## config.mk

```make
export PLATFORM = sky130hd
export DESIGN_NAME = uart_mmio
export DESIGN_NICKNAME = d
export VERILOG_FILES = /design/src/rtl/uart_mmio_pkg.sv /design/src/rtl/uart_mmio_fifo.sv /design/src/rtl/uart_mmio_dp.sv /design/src/rtl/uart_mmio_ctrl.sv /design/src/rtl/uart_mmio.sv
export SDC_FILE = /design/constraint.sdc
export NUM_CORES = 1
export LEC_CHECK = 0
export ABC_AREA = 1
export BUFFER_PORTS_ARGS = -buffer_cell sky130_fd_sc_hd__buf_2
export CORE_ASPECT_RATIO = 1.75
export CORE_MARGIN = 5
export CORE_UTILIZATION = 35
export DETAILED_ROUTE_END_ITERATION = 12
export PLACE_DENSITY = 0.58
export SLEW_MARGIN = 20
export SYNTH_ARGS = -nofsm -noshare
export SYNTH_HDL_FRONTEND = slang
export SYNTH_SLANG_ARGS = --single-unit
```

## constraint.sdc

```tcl
create_clock -name clk -period 2.5 [get_ports clk]
set_input_delay 0.125 -clock clk [delete_from_list [all_inputs] [get_ports clk]]
set_output_delay 0.125 -clock clk [all_outputs]
set_load 0.03 [all_outputs]
```

## src/rtl/uart_mmio_pkg.sv

```systemverilog
package uart_mmio_pkg;
  parameter int FIFO_DEPTH = 8;                    // entries per queue, power of two
  parameter int CNT_W      = $clog2(FIFO_DEPTH + 1);
  parameter int LVL_W      = $clog2(FIFO_DEPTH);
  parameter int LVL_LSB    = 16;                   // level field position in control regs
  parameter int DIV_W      = 16;
  parameter int BYTE_W     = 8;
  parameter logic [DIV_W-1:0] DIV_RESET = 16'd15;

  typedef enum logic [2:0] {
    REG_TXDATA = 3'd0,
    REG_RXDATA = 3'd1,
    REG_TXCTL  = 3'd2,
    REG_RXCTL  = 3'd3,
    REG_IEN    = 3'd4,
    REG_IPEND  = 3'd5,
    REG_DIV    = 3'd6
  } regSel_t;

  // control -> datapath strobes
  typedef struct packed {
    logic              txPush;
    logic              rxPop;
    logic [BYTE_W-1:0] txByte;
  } strobe_t;

  // control -> datapath static configuration
  typedef struct packed {
    logic             txEn;
    logic             twoStop;
    logic             rxEn;
    logic [DIV_W-1:0] divisor;
  } cfg_t;

  // datapath -> control status
  typedef struct packed {
    logic [CNT_W-1:0]  txCount;
    logic [CNT_W-1:0]  rxCount;
    logic              txFull;
    logic              rxEmpty;
    logic [BYTE_W-1:0] rxHead;
  } status_t;
endpackage

```

## src/rtl/uart_mmio_fifo.sv

```systemverilog
module uart_mmio_fifo #(
  parameter int DEPTH = 8,
  parameter int WIDTH = 8,
  localparam int PTR_W = $clog2(DEPTH),
  localparam int CNT_W = $clog2(DEPTH + 1)
) (
  input  logic             clk,
  input  logic             rstN,
  input  logic             push,
  input  logic [WIDTH-1:0] din,
  input  logic             pop,
  output logic [WIDTH-1:0] head,
  output logic [CNT_W-1:0] count,
  output logic             full,
  output logic             empty
);
  logic [WIDTH-1:0] mem [DEPTH];
  logic [PTR_W-1:0] wrPtr, rdPtr;
  logic pushOk, popOk;

  assign full   = (count == CNT_W'(DEPTH));
  assign empty  = (count == '0);
  assign pushOk = push && !full;
  assign popOk  = pop && !empty;
  assign head   = mem[rdPtr];

  always_ff @(posedge clk) begin
    if (pushOk) mem[wrPtr] <= din;
  end

  always_ff @(posedge clk or negedge rstN) begin
    if (!rstN) begin
      wrPtr <= '0;
      rdPtr <= '0;
      count <= '0;
    end else begin
      if (pushOk) wrPtr <= wrPtr + 1'b1;
      if (popOk)  rdPtr <= rdPtr + 1'b1;
      if (pushOk && !popOk)      count <= count + 1'b1;
      else if (popOk && !pushOk) count <= count - 1'b1;
    end
  end

  // occupancy never exceeds the depth
  a_r2_count_bound: assert property (@(posedge clk) disable iff (!rstN)
    count <= CNT_W'(DEPTH));

  // a push into a full queue without a pop leaves it full and unchanged
  a_r11_push_full_ignored: assert property (@(posedge clk) disable iff (!rstN)
    (push && full && !pop) |=> (count == CNT_W'(DEPTH)));

  // a pop from an empty queue without a push leaves it empty
  a_r3_pop_empty_ignored: assert property (@(posedge clk) disable iff (!rstN)
    (pop && empty && !push) |=> (count == '0));
endmodule

```

## src/rtl/uart_mmio_dp.sv

```systemverilog
module uart_mmio_dp
  import uart_mmio_pkg::*;
(
  input  logic    clk,
  input  logic    rstN,
  input  strobe_t stb,
  input  cfg_t    cfg,
  input  logic    rxd,
  output status_t st,
  output logic    txd
);
  localparam int FRAME_MAX = 2 + BYTE_W + 1;   // start + data + two stops

  // ---------------- queues ----------------
  logic [BYTE_W-1:0] txHead, rxByte;
  logic [CNT_W-1:0]  txCount, rxCount;
  logic txFull, txEmpty, rxFullUnused, rxEmpty, txPop, rxPush;

  uart_mmio_fifo #(.DEPTH(FIFO_DEPTH), .WIDTH(BYTE_W)) txQ (
    .clk, .rstN, .push(stb.txPush), .din(stb.txByte), .pop(txPop),
    .head(txHead), .count(txCount), .full(txFull), .empty(txEmpty));

  uart_mmio_fifo #(.DEPTH(FIFO_DEPTH), .WIDTH(BYTE_W)) rxQ (
    .clk, .rstN, .push(rxPush), .din(rxByte), .pop(stb.rxPop),
    .head(st.rxHead), .count(rxCount), .full(rxFullUnused), .empty(rxEmpty));

  assign st.txCount = txCount;
  assign st.rxCount = rxCount;
  assign st.txFull  = txFull;
  assign st.rxEmpty = rxEmpty;

  // ---------------- transmitter ----------------
  logic                 txBusy;
  logic [FRAME_MAX-1:0] txShift;
  logic [3:0]           txBitsLeft;
  logic [DIV_W-1:0]     txBaud;

  assign txPop = !txBusy && cfg.txEn && !txEmpty;
  assign txd   = txShift[0];

  always_ff @(posedge clk or negedge rstN) begin
    if (!rstN) begin
      txBusy     <= 1'b0;
      txShift    <= '1;
      txBitsLeft <= '0;
      txBaud     <= '0;
    end else if (txPop) begin
      txBusy     <= 1'b1;
      txShift    <= {2'b11, txHead, 1'b0};
      txBitsLeft <= cfg.twoStop ? 4'(FRAME_MAX) : 4'(FRAME_MAX - 1);
      txBaud     <= cfg.divisor;
    end else if (txBusy) begin
      if (txBaud == '0) begin
        txShift    <= {1'b1, txShift[FRAME_MAX-1:1]};
        txBaud     <= cfg.divisor;
        txBitsLeft <= txBitsLeft - 1'b1;
        if (txBitsLeft == 4'd1) txBusy <= 1'b0;
      end else begin
        txBaud <= txBaud - 1'b1;
      end
    end
  end

  // the line rests high whenever no frame is in flight
  a_r5_idle_line_high: assert property (@(posedge clk) disable iff (!rstN)
    !txBusy |-> txd);

  // ---------------- receiver ----------------
  typedef enum logic [1:0] {RX_IDLE, RX_START, RX_DATA, RX_STOP} rxState_t;
  rxState_t         rxState;
  logic             rxMeta, rxSync, rxPrev;
  logic [DIV_W-1:0] rxBaud;
  logic [2:0]       rxBitIdx;

  assign rxPush = (rxState == RX_STOP) && (rxBaud == '0) && rxSync;

  always_ff @(posedge clk or negedge rstN) begin
    if (!rstN) begin
      rxMeta   <= 1'b1;
      rxSync   <= 1'b1;
      rxPrev   <= 1'b1;
      rxState  <= RX_IDLE;
      rxBaud   <= '0;
      rxBitIdx <= '0;
      rxByte   <= '0;
    end else begin
      rxMeta <= rxd;
      rxSync <= rxMeta;
      rxPrev <= rxSync;
      unique case (rxState)
        RX_IDLE: if (cfg.rxEn && rxPrev && !rxSync) begin
          rxState <= RX_START;
          rxBaud  <= cfg.divisor >> 1;
        end
        RX_START: if (rxBaud == '0) begin
          rxState  <= rxSync ? RX_IDLE : RX_DATA;
          rxBaud   <= cfg.divisor;
          rxBitIdx <= '0;
        end else rxBaud <= rxBaud - 1'b1;
        RX_DATA: if (rxBaud == '0) begin
          rxByte   <= {rxSync, rxByte[BYTE_W-1:1]};
          rxBaud   <= cfg.divisor;
          rxBitIdx <= rxBitIdx + 1'b1;
          if (rxBitIdx == 3'(BYTE_W - 1)) rxState <= RX_STOP;
        end else rxBaud <= rxBaud - 1'b1;
        RX_STOP: if (rxBaud == '0) rxState <= RX_IDLE;
                 else rxBaud <= rxBaud - 1'b1;
        default: rxState <= RX_IDLE;
      endcase
    end
  end
endmodule

```

## src/rtl/uart_mmio_ctrl.sv

```systemverilog
module uart_mmio_ctrl
  import uart_mmio_pkg::*;
#(
  parameter int ADDR_W = 5
) (
  input  logic              clk,
  input  logic              rstN,
  input  logic              sel,
  input  logic              wrEn,
  input  logic [ADDR_W-1:0] addr,
  input  logic [31:0]       wdata,
  input  status_t           st,
  output logic [31:0]       rdata,
  output logic              ready,
  output logic              irq,
  output strobe_t           stb,
  output cfg_t              cfg
);
  logic             txEn, twoStop, rxEn;
  logic [LVL_W-1:0] txLvl, rxLvl;
  logic [1:0]       intEn, pend;
  logic [DIV_W-1:0] divisor;
  logic             wr, rd;
  regSel_t          regSel;
  logic             unusedBits;

  assign unusedBits = ^{wdata[31:LVL_LSB+LVL_W], addr[1:0]};
  assign regSel = regSel_t'(addr[4:2]);
  assign wr     = sel && wrEn;
  assign rd     = sel && !wrEn;
  assign ready  = sel;

  assign stb.txPush = wr && (regSel == REG_TXDATA);
  assign stb.txByte = wdata[BYTE_W-1:0];
  assign stb.rxPop  = rd && (regSel == REG_RXDATA);

  assign cfg.txEn    = txEn;
  assign cfg.twoStop = twoStop;
  assign cfg.rxEn    = rxEn;
  assign cfg.divisor = divisor;

  // level-style watermark conditions, never latched
  assign pend[0] = st.txCount < CNT_W'(txLvl);
  assign pend[1] = st.rxCount > CNT_W'(rxLvl);
  assign irq     = |(intEn & pend);

  always_ff @(posedge clk or negedge rstN) begin
    if (!rstN) begin
      txEn    <= 1'b0;
      twoStop <= 1'b0;
      txLvl   <= '0;
      rxEn    <= 1'b0;
      rxLvl   <= '0;
      intEn   <= '0;
      divisor <= DIV_RESET;
    end else if (wr) begin
      unique case (regSel)
        REG_TXCTL: begin
          txEn    <= wdata[0];
          twoStop <= wdata[1];
          txLvl   <= wdata[LVL_LSB +: LVL_W];
        end
        REG_RXCTL: begin
          rxEn  <= wdata[0];
          rxLvl <= wdata[LVL_LSB +: LVL_W];
        end
        REG_IEN: intEn   <= wdata[1:0];
        REG_DIV: divisor <= wdata[DIV_W-1:0];
        default: ;
      endcase
    end
  end

  always_comb begin
    rdata = '0;
    unique case (regSel)
      REG_TXDATA: rdata[31] = st.txFull;
      REG_RXDATA: if (st.rxEmpty) rdata[31] = 1'b1;
                  else            rdata[BYTE_W-1:0] = st.rxHead;
      REG_TXCTL: begin
        rdata[0] = txEn;
        rdata[1] = twoStop;
        rdata[LVL_LSB +: LVL_W] = txLvl;
      end
      REG_RXCTL: begin
        rdata[0] = rxEn;
        rdata[LVL_LSB +: LVL_W] = rxLvl;
      end
      REG_IEN:   rdata[1:0] = intEn;
      REG_IPEND: rdata[1:0] = pend;
      REG_DIV:   rdata[DIV_W-1:0] = divisor;
      default:   rdata = '0;
    endcase
  end

  // a data pop is only requested during a bus access
  a_r12_pop_needs_access: assert property (@(posedge clk) disable iff (!rstN)
    stb.rxPop |-> ready);
endmodule

```

## src/rtl/uart_mmio.sv

```systemverilog
module uart_mmio
  import uart_mmio_pkg::*;
#(
  parameter int ADDR_W = 5
) (
  input  logic              clk,
  input  logic              rstN,
  input  logic              sel,
  input  logic              wrEn,
  input  logic [ADDR_W-1:0] addr,
  input  logic [31:0]       wdata,
  output logic [31:0]       rdata,
  output logic              ready,
  output logic              irq,
  output logic              txd,
  input  logic              rxd
);
  strobe_t stb;
  cfg_t    cfg;
  status_t st;

  uart_mmio_ctrl #(.ADDR_W(ADDR_W)) ctrl (
    .clk, .rstN, .sel, .wrEn, .addr, .wdata, .st,
    .rdata, .ready, .irq, .stb, .cfg);

  uart_mmio_dp dp (
    .clk, .rstN, .stb, .cfg, .rxd, .st, .txd);
endmodule

```

Word-level counts from Yosys, hierarchy flattened
Memory sizes are Yosys's and may differ from the RTL's.
Cells that the tools add are included.
{"block": "word_totals", "mem_count": 2, "reg_bits": 111, "rom_bits": 0, "latchBits": 0, "mem_bits_rw": 128, "word_cells": 155, "input_bits": 42}
{"memory": "dp.rxQ.mem", "depth": 8, "width": 8, "rd": 1, "rd_clocked_by_memory_dff": 0, "write_ports": 1, "line": "uart_mmio_fifo.sv:17", "text": "logic [WIDTH-1:0] mem [DEPTH];"}
{"memory": "dp.txQ.mem", "depth": 8, "width": 8, "rd": 1, "rd_clocked_by_memory_dff": 0, "write_ports": 1, "line": "uart_mmio_fifo.sv:17"}
{"block": "op_classes", "n_shift": 0, "reduce_logical": 51, "mux": 44, "bitwise_logic": 1, "n_addsub": 12, "multipliers": 0, "order_cmp": 2, "div": 0, "n_eq_ne": 19}
{"op": "16-bit 2-to-1 mux", "count": 6}
{"op": "16-bit one-hot mux with 3 select lines", "count": 1}
{"op": "11-bit 2-to-1 mux", "count": 3}
{"op": "16-bit zero test", "count": 2}
{"op": "16-bit by 1-bit subtractor with 16-bit output, second input constant", "count": 2}
{"op": "4-bit 2-to-1 mux", "count": 7}
{"op": "1-bit logical AND", "count": 18}
{"op": "8-bit 2-to-1 mux", "count": 2}
{"op": "3-bit by 1-bit adder with 3-bit output, second input constant", "count": 5}
{"op": "2-bit AND reduction", "count": 7}
{"op": "3-bit equality test, second input constant", "count": 4}
{"op": "2-bit 2-to-1 mux", "count": 6}
{"op": "3-bit one-hot mux with 2 select lines", "count": 2}
{"op": "6-bit one-hot mux with 2 select lines", "count": 1}
{"op": "4-bit by 1-bit subtractor with 4-bit output, second input constant", "count": 3}
{"op": "1-bit zero test", "count": 11}
{"op": "1-bit 2-to-1 mux", "count": 10}
{"op": "2-bit nonzero test", "count": 5}
{"op": "4-bit by 1-bit adder with 4-bit output, second input constant", "count": 2}
{"op": "4-bit equality test, second input constant", "count": 2}
{"op": "4-bit zero test", "count": 2}
{"op": "2-bit by 1-bit != test with 1-bit output, second input constant", "count": 4}
{"op": "2-bit one-hot mux with 4 select lines", "count": 1}
{"op": "3-bit by 2-bit equality test with 1-bit output, second input constant", "count": 2}
{"op": "17 further kinds", "count": 21}

Longest topological paths before layout
{"block": "depth", "ltp_word": 8, "depth_mapped": 16, "depth_no_buf": 16}

Cells and area by module
A second synthesis with hierarchy kept.
{"block": "hier_totals", "hier_cells": 1522, "hier_area_um2": 12657.1}
{"mod": "uart_mmio_fifo", "area_each_um2": 3389.5, "instances": 2, "seq_area_each_um2": 2172.1, "cells_per_inst": 356}
{"mod": "uart_mmio_dp", "area_each_um2": 4093.9, "instances": 1, "seq_area_each_um2": 1566.5, "cells_per_inst": 586}
{"mod": "uart_mmio_ctrl", "area_each_um2": 1784.2, "instances": 1, "seq_area_each_um2": 680.7, "cells_per_inst": 224}

Worst setup path before layout
Ideal clock, no wire load.
{"block": "synth_timing", "kind": "register -> register", "from": "reg dp.rxBaud[0]", "to": "reg dp.rxQ.count[3]", "path_slack_ns": -0.039, "path_stages_with_launch": 17, "arrival_time_ns": 2.415, "setup_ns": 0.124, "required_time_ns": 2.376, "synth_period_minus_slack_ns": 2.539, "n_path_buf": 0, "path_cell_list": "dfrtp_1 -> inv_1 -> ha_1 -> nand3_2 -> nor2_4 -> nand3_4 -> nor4_2 -> ha_1 -> inv_1 -> ha_1 -> nand2_1 -> nand2_1 -> a21oi_1 -> nor2_1 -> nor2_1 -> nand2_1 -> xor2_1"}
{"block": "synth_between", "elab_chain_cells": 7, "word_cells_on_any_way": 9}
{"element": "from (decl)", "line": "uart_mmio_dp.sv:72", "text": "logic [DIV_W-1:0] rxBaud;"}
{"element": "from (signal assigned)", "line": "uart_mmio_dp.sv:93", "text": "rxBaud <= cfg.divisor >> 1;"}
{"element": "from (signal assigned)", "line": "uart_mmio_dp.sv:97", "text": "rxBaud <= cfg.divisor;"}
{"element": "from (signal assigned)", "line": "uart_mmio_dp.sv:99", "text": "end else rxBaud <= rxBaud - 1'b1;"}
{"element": "16-bit zero test (*)", "line": "uart_mmio_dp.sv:75", "text": "assign rxPush = (rxState == RX_STOP) && (rxBaud == '0) && rxSync;"}
{"element": "1-bit logical AND (*) (2 in series)", "line": "uart_mmio_dp.sv:75"}
{"element": "1-bit logical AND (*)", "line": "uart_mmio_fifo.sv:23", "text": "assign pushOk = push && !full;"}
{"element": "net dp.rxQ.pushOk", "line": "uart_mmio_fifo.sv:19", "text": "logic pushOk, popOk;"}
{"element": "1-bit zero test", "line": "uart_mmio_fifo.sv:40", "text": "else if (popOk && !pushOk) count <= count - 1'b1;"}
{"element": "1-bit logical AND", "line": "uart_mmio_fifo.sv:40"}
{"element": "2-bit nonzero test (no source line)"}
{"element": "to (signal assigned)", "line": "uart_mmio_fifo.sv:39", "text": "if (pushOk && !popOk) count <= count + 1'b1;"}
{"element": "to (signal assigned)", "line": "uart_mmio_fifo.sv:40"}
{"element": "to (decl)", "line": "uart_mmio_fifo.sv:13", "text": "output logic [CNT_W-1:0] count,"}
The timed path passes the listed nets; every way through them passes the cells marked *.
A chain may end at the register's enable or synchronous reset.

Final worst setup path
{"block": "layout_timing", "from": "reg dp.rxBaud[1]", "to": "reg dp.rxQ.count[3]"}
Same word-level chain as after synthesis.

==> impl_results.md <==
* Status: completed
* Skew final at 9.38 ps
* Number of buffers created by CTS at 23
* Area growth, synth to finish at 18.9%
* Async S/R FF share, synth at 46.0%
* CTS tree: built
* Worst Tran Pin Value at 739 ps
* I/O pin cnt at 77
* RR Endpoint: dp.rxQ.count[3]
* Number of routed nets with antenna violations at 0
* Die area at 37300 um2
* DIE HEIGHT at roughly 250 um
* Tcrit/Tclk final at 98.1%
* DRC viols at 0
* M1 WL at about 11000 um
* Crit-path max cell delay at around 390 ps
* Relative slew margins at between 50 and 60%
* Die X-Extent at 148 um
* Arr. time, crit path at around 2900 ps
* H-Tree Depth at 1
* Yosys warns at 0
* Crit path top cell by count: nand2_1
* DR top layer: met4
* Placed Area at approximately 13000 um2
* Port Buffer Count at 49
* CTS sink cnt at 237
* CP Max Fanout at 3
* Cell count after synthesis at approximately 1300
* Final Setup Violations at 0
* First-pass GRT wire length at 49000 um
* Register area share after synthesis at 56.3%
* Mapped cell area at 11700 um2
* FILL cells at about 3200
* CP Launch Type: flip-flop
* Critical path cell sequence: inv_2 > ha_4 > nand3_4 > nor2_4 > nand3_4 > nor4_4 > ha_2 > inv_2 > ha_4 > nand2_1 > nand2_1 > a21oi_2 > nor2_1 > nor2_1 > nand2_1 > xor2_1
* Share of cells above drive strength 1 at 17.4%
* Reg2Reg Depth at 16
* Gr ovfl total at 0
* Clk pin slew, worst setup/hold paths at 70 ps
* Final max-slew violation count at 0
* Via count at 9044
* Crit path capture: dp.rxQ.count[3]
* Largest net degree at the start of global routing at 62
* Routed vias/inst at 4.99
* WL met2 at roughly 17000 um
* Worst setup EP type: flip-flop
* Cell area after layout at ~14000 um2
* Post-synth EDFFs at about 130
* Worst reg-to-reg setup slack at 50 ps
* Final wirelength at just over 30000 um
* Peak supply drop at 514 uV
* Row cnt at 88
* GP Congestion at 0.903
* Hpwl dp at about 22000 um
* CP Class: flip-flop to flip-flop
* CP bufs+invs at 2
* Core area at ~33000 um2
* Initial antenna violation count at 0
* Required time of the critical path at ~2900 ps
* Pre-antenna DRT Iters at 4
* Min-delay worst type: input pin to async pin
* Fin. Hold Viols at 0
* Design Power at 15000 uW
* Cell area power density at ~1100 nW/um2
* Critical path origin: dp.rxBaud[1]
* Clock root cell: clkbuf_16
* Clock tree buffer depth at 3
* Netlist cell types at 53
* Register area at 6590 um2
* Met3 WL at 944 um
* Clock Latency Late Sink at 540 ps
* Area of the multi-input gates at 4500 um2
* Top_reg_cell synth: edfxtp_1
* Setup repair after global routing missed its margin: yes
* Critical-path top delay cell: dfrtp_1
* Initial core utilization at a little over a third
* #FFs+latches synth at 237
* Mean post-synth cell area at 9.33 um2
* WL per Instance at 17.0 um
* Vias in the first global route at roughly 9000
* Antenna cell count at 0
* RR Startpoint: dp.rxBaud[1]
* Final nets at 1461
* Fmax at 408 MHz
* Crit path max-delay family: simple AND/OR/NAND/NOR gates
* Stages on worst setup path at 16
* Initial drt markers at 408
* Total track usage at 16.6%
* Max_cap viols at 0
* Min Tclk post-route at 2450 ps
* Pleak at 0.00581 uW
per-stage QoR:
step	hold slack [ps]	setup slack, ps	utilization [%]	TNS [ps]	cells
finish	28.6	47.3	42.1	0	1812
global route	54.8	-128	42.1	-128	1812
CTS	3.09	1.34	42.1	0	1811
detailed placement	56.7	-23.3	38.9	-23.3	1746
global placement	59.6	-4.23	38.9	-4.23	1746
floorplan	-171	35.5	-	0	1266
cell families (layout without fill, tap and decap cells):
| family | count (synthesis) | after routing | synth area share, % |
|---|---|---|---|
| fa+ha+maj | 29 | 29 | 3.23 |
| xor+xnor | 27 | 27 | 2.02 |
| flops | 237 | 237 | 56.3 |
| other cells | 1 | 12 | 0.0320 |
| simple gates | 562 | 562 | 20.8 |
| mux | 3 | 3 | 0.278 |
| buf+inv | 165 | 306 | 6.13 |
| compound gates | 231 | 231 | 11.2 |
cell usage in the layout, fill, tap and decap left out, types with 3 or more instances in the layout:
master,count
conb_1,12
clkinv_2,7
or2_2,4
o21ai_1,5
edfxtp_1,128
nor2_4,8
nand4_1,7
o22ai_1,8
buf_4,82
nand3_1,76
nand2_1,261
o211ai_1,30
nor3_2,3
inv_1,102
o221ai_1,3
nor2_2,7
nor2_1,169
ha_1,24
bufinv_16,4
buf_2,48
xnor2_1,10
nor3_1,10
a21oi_1,38
nand2_2,5
nand4_2,3
dfrtp_1,91
a21oi_2,3
clkbuf_16,23
xor2_1,17
clkinv_1,5
dlygate4sd3_1,21
o21ai_0,130
dfstp_2,16
o21bai_1,4
inv_2,7
repair_timing:
item                                    in CTS  in global routing
setup buffers                                2                  1
gates cloned                                 0                  0
hold endpoints to repair                   184                  0
resized for setup                            7                  5
pin swaps                                   10                  2
hold buffers                                21                  0
endpoints found under the setup margin       1                  8
routing by layer:
| layer | vias to the layer above | track usage (%) |
|---|---|---|
| met4 | 0 | 8.32 |
| met1 | 4351 | 16.8 |
| met3 | 78 | 1.47 |
| met5 | - | 0 |
| met2 | 159 | 33.2 |
| li1 | 4456 | - |
area by class of cell:
| class | instances | area share (%) |
|---|---|---|
| Clock buffer | 24 | 4.24 |
| Multi-Input combinational cell | 864 | 32.3 |
| Sequential cell | 237 | 47.4 |
| Timing Repair Buffer | 152 | 7.81 |
| Tap cell | 405 | 3.64 |
| Inverter | 112 | 3.04 |
| Clock inverter | 18 | 1.57 |
worst min path at each step:
stage	slack, ps	end	cells after the start
after floorplan	-170	async pin	0
after global placement	60	ctrl.divisor[8]	1
after detailed placement	60	ctrl.divisor[8]	1
after CTS	3	dp.txQ.wrPtr[0]	5
after global routing	50	ctrl.divisor[8]	2
final	30	ctrl.divisor[8]	2
flip-flops by register name (all words and copies together), names as in the netlist, 4 cells and up, named ones only:
| register | flops |
|---|---|
| ctrl.divisor | 16 |
| dp.rxBaud | 16 |
| dp.rxByte | 8 |
| dp.rxQ.count | 4 |
| dp.rxQ.mem | 64 |
| dp.txBaud | 16 |
| dp.txBitsLeft | 4 |
| dp.txQ.count | 4 |
| dp.txQ.mem | 64 |
| dp.txShift | 9 |
report_power, final:
group	switching, uW	internal, uW
registers	501	4790
logic	3760	2200
clock network	1580	2150
synthesized netlist by cell type, types with 8 or more instances:
master / n / area (um2)
nand2_1: 261 / 980
nor2_1: 172 / 646
o21ai_0: 130 / 651
edfxtp_1: 128 / 3840
inv_1: 106 / 398
dfrtp_1: 93 / 2330
nand3_1: 76 / 380
a21oi_1: 40 / 200
o211ai_1: 30 / 225
ha_1: 27 / 338
clkbuf_1: 22 / 82.6
xor2_1: 17 / 149
buf_4: 16 / 120
dfstp_2: 16 / 420
buf_2: 10 / 50.1
nor3_1: 10 / 50.1
xnor2_1: 10 / 87.6
nor2_4: 8 / 90.1
o22ai_1: 8 / 50.1
worst reg2reg max path: cells and delay by family (launching register included):
family,cells,cell delay [ps]
simple gates,9,920
xor+xnor,1,140
buf+inv,2,140
flops,1,390
compound gates,1,160
fa+ha+maj,3,600
(Power assumes the default switching activity.)
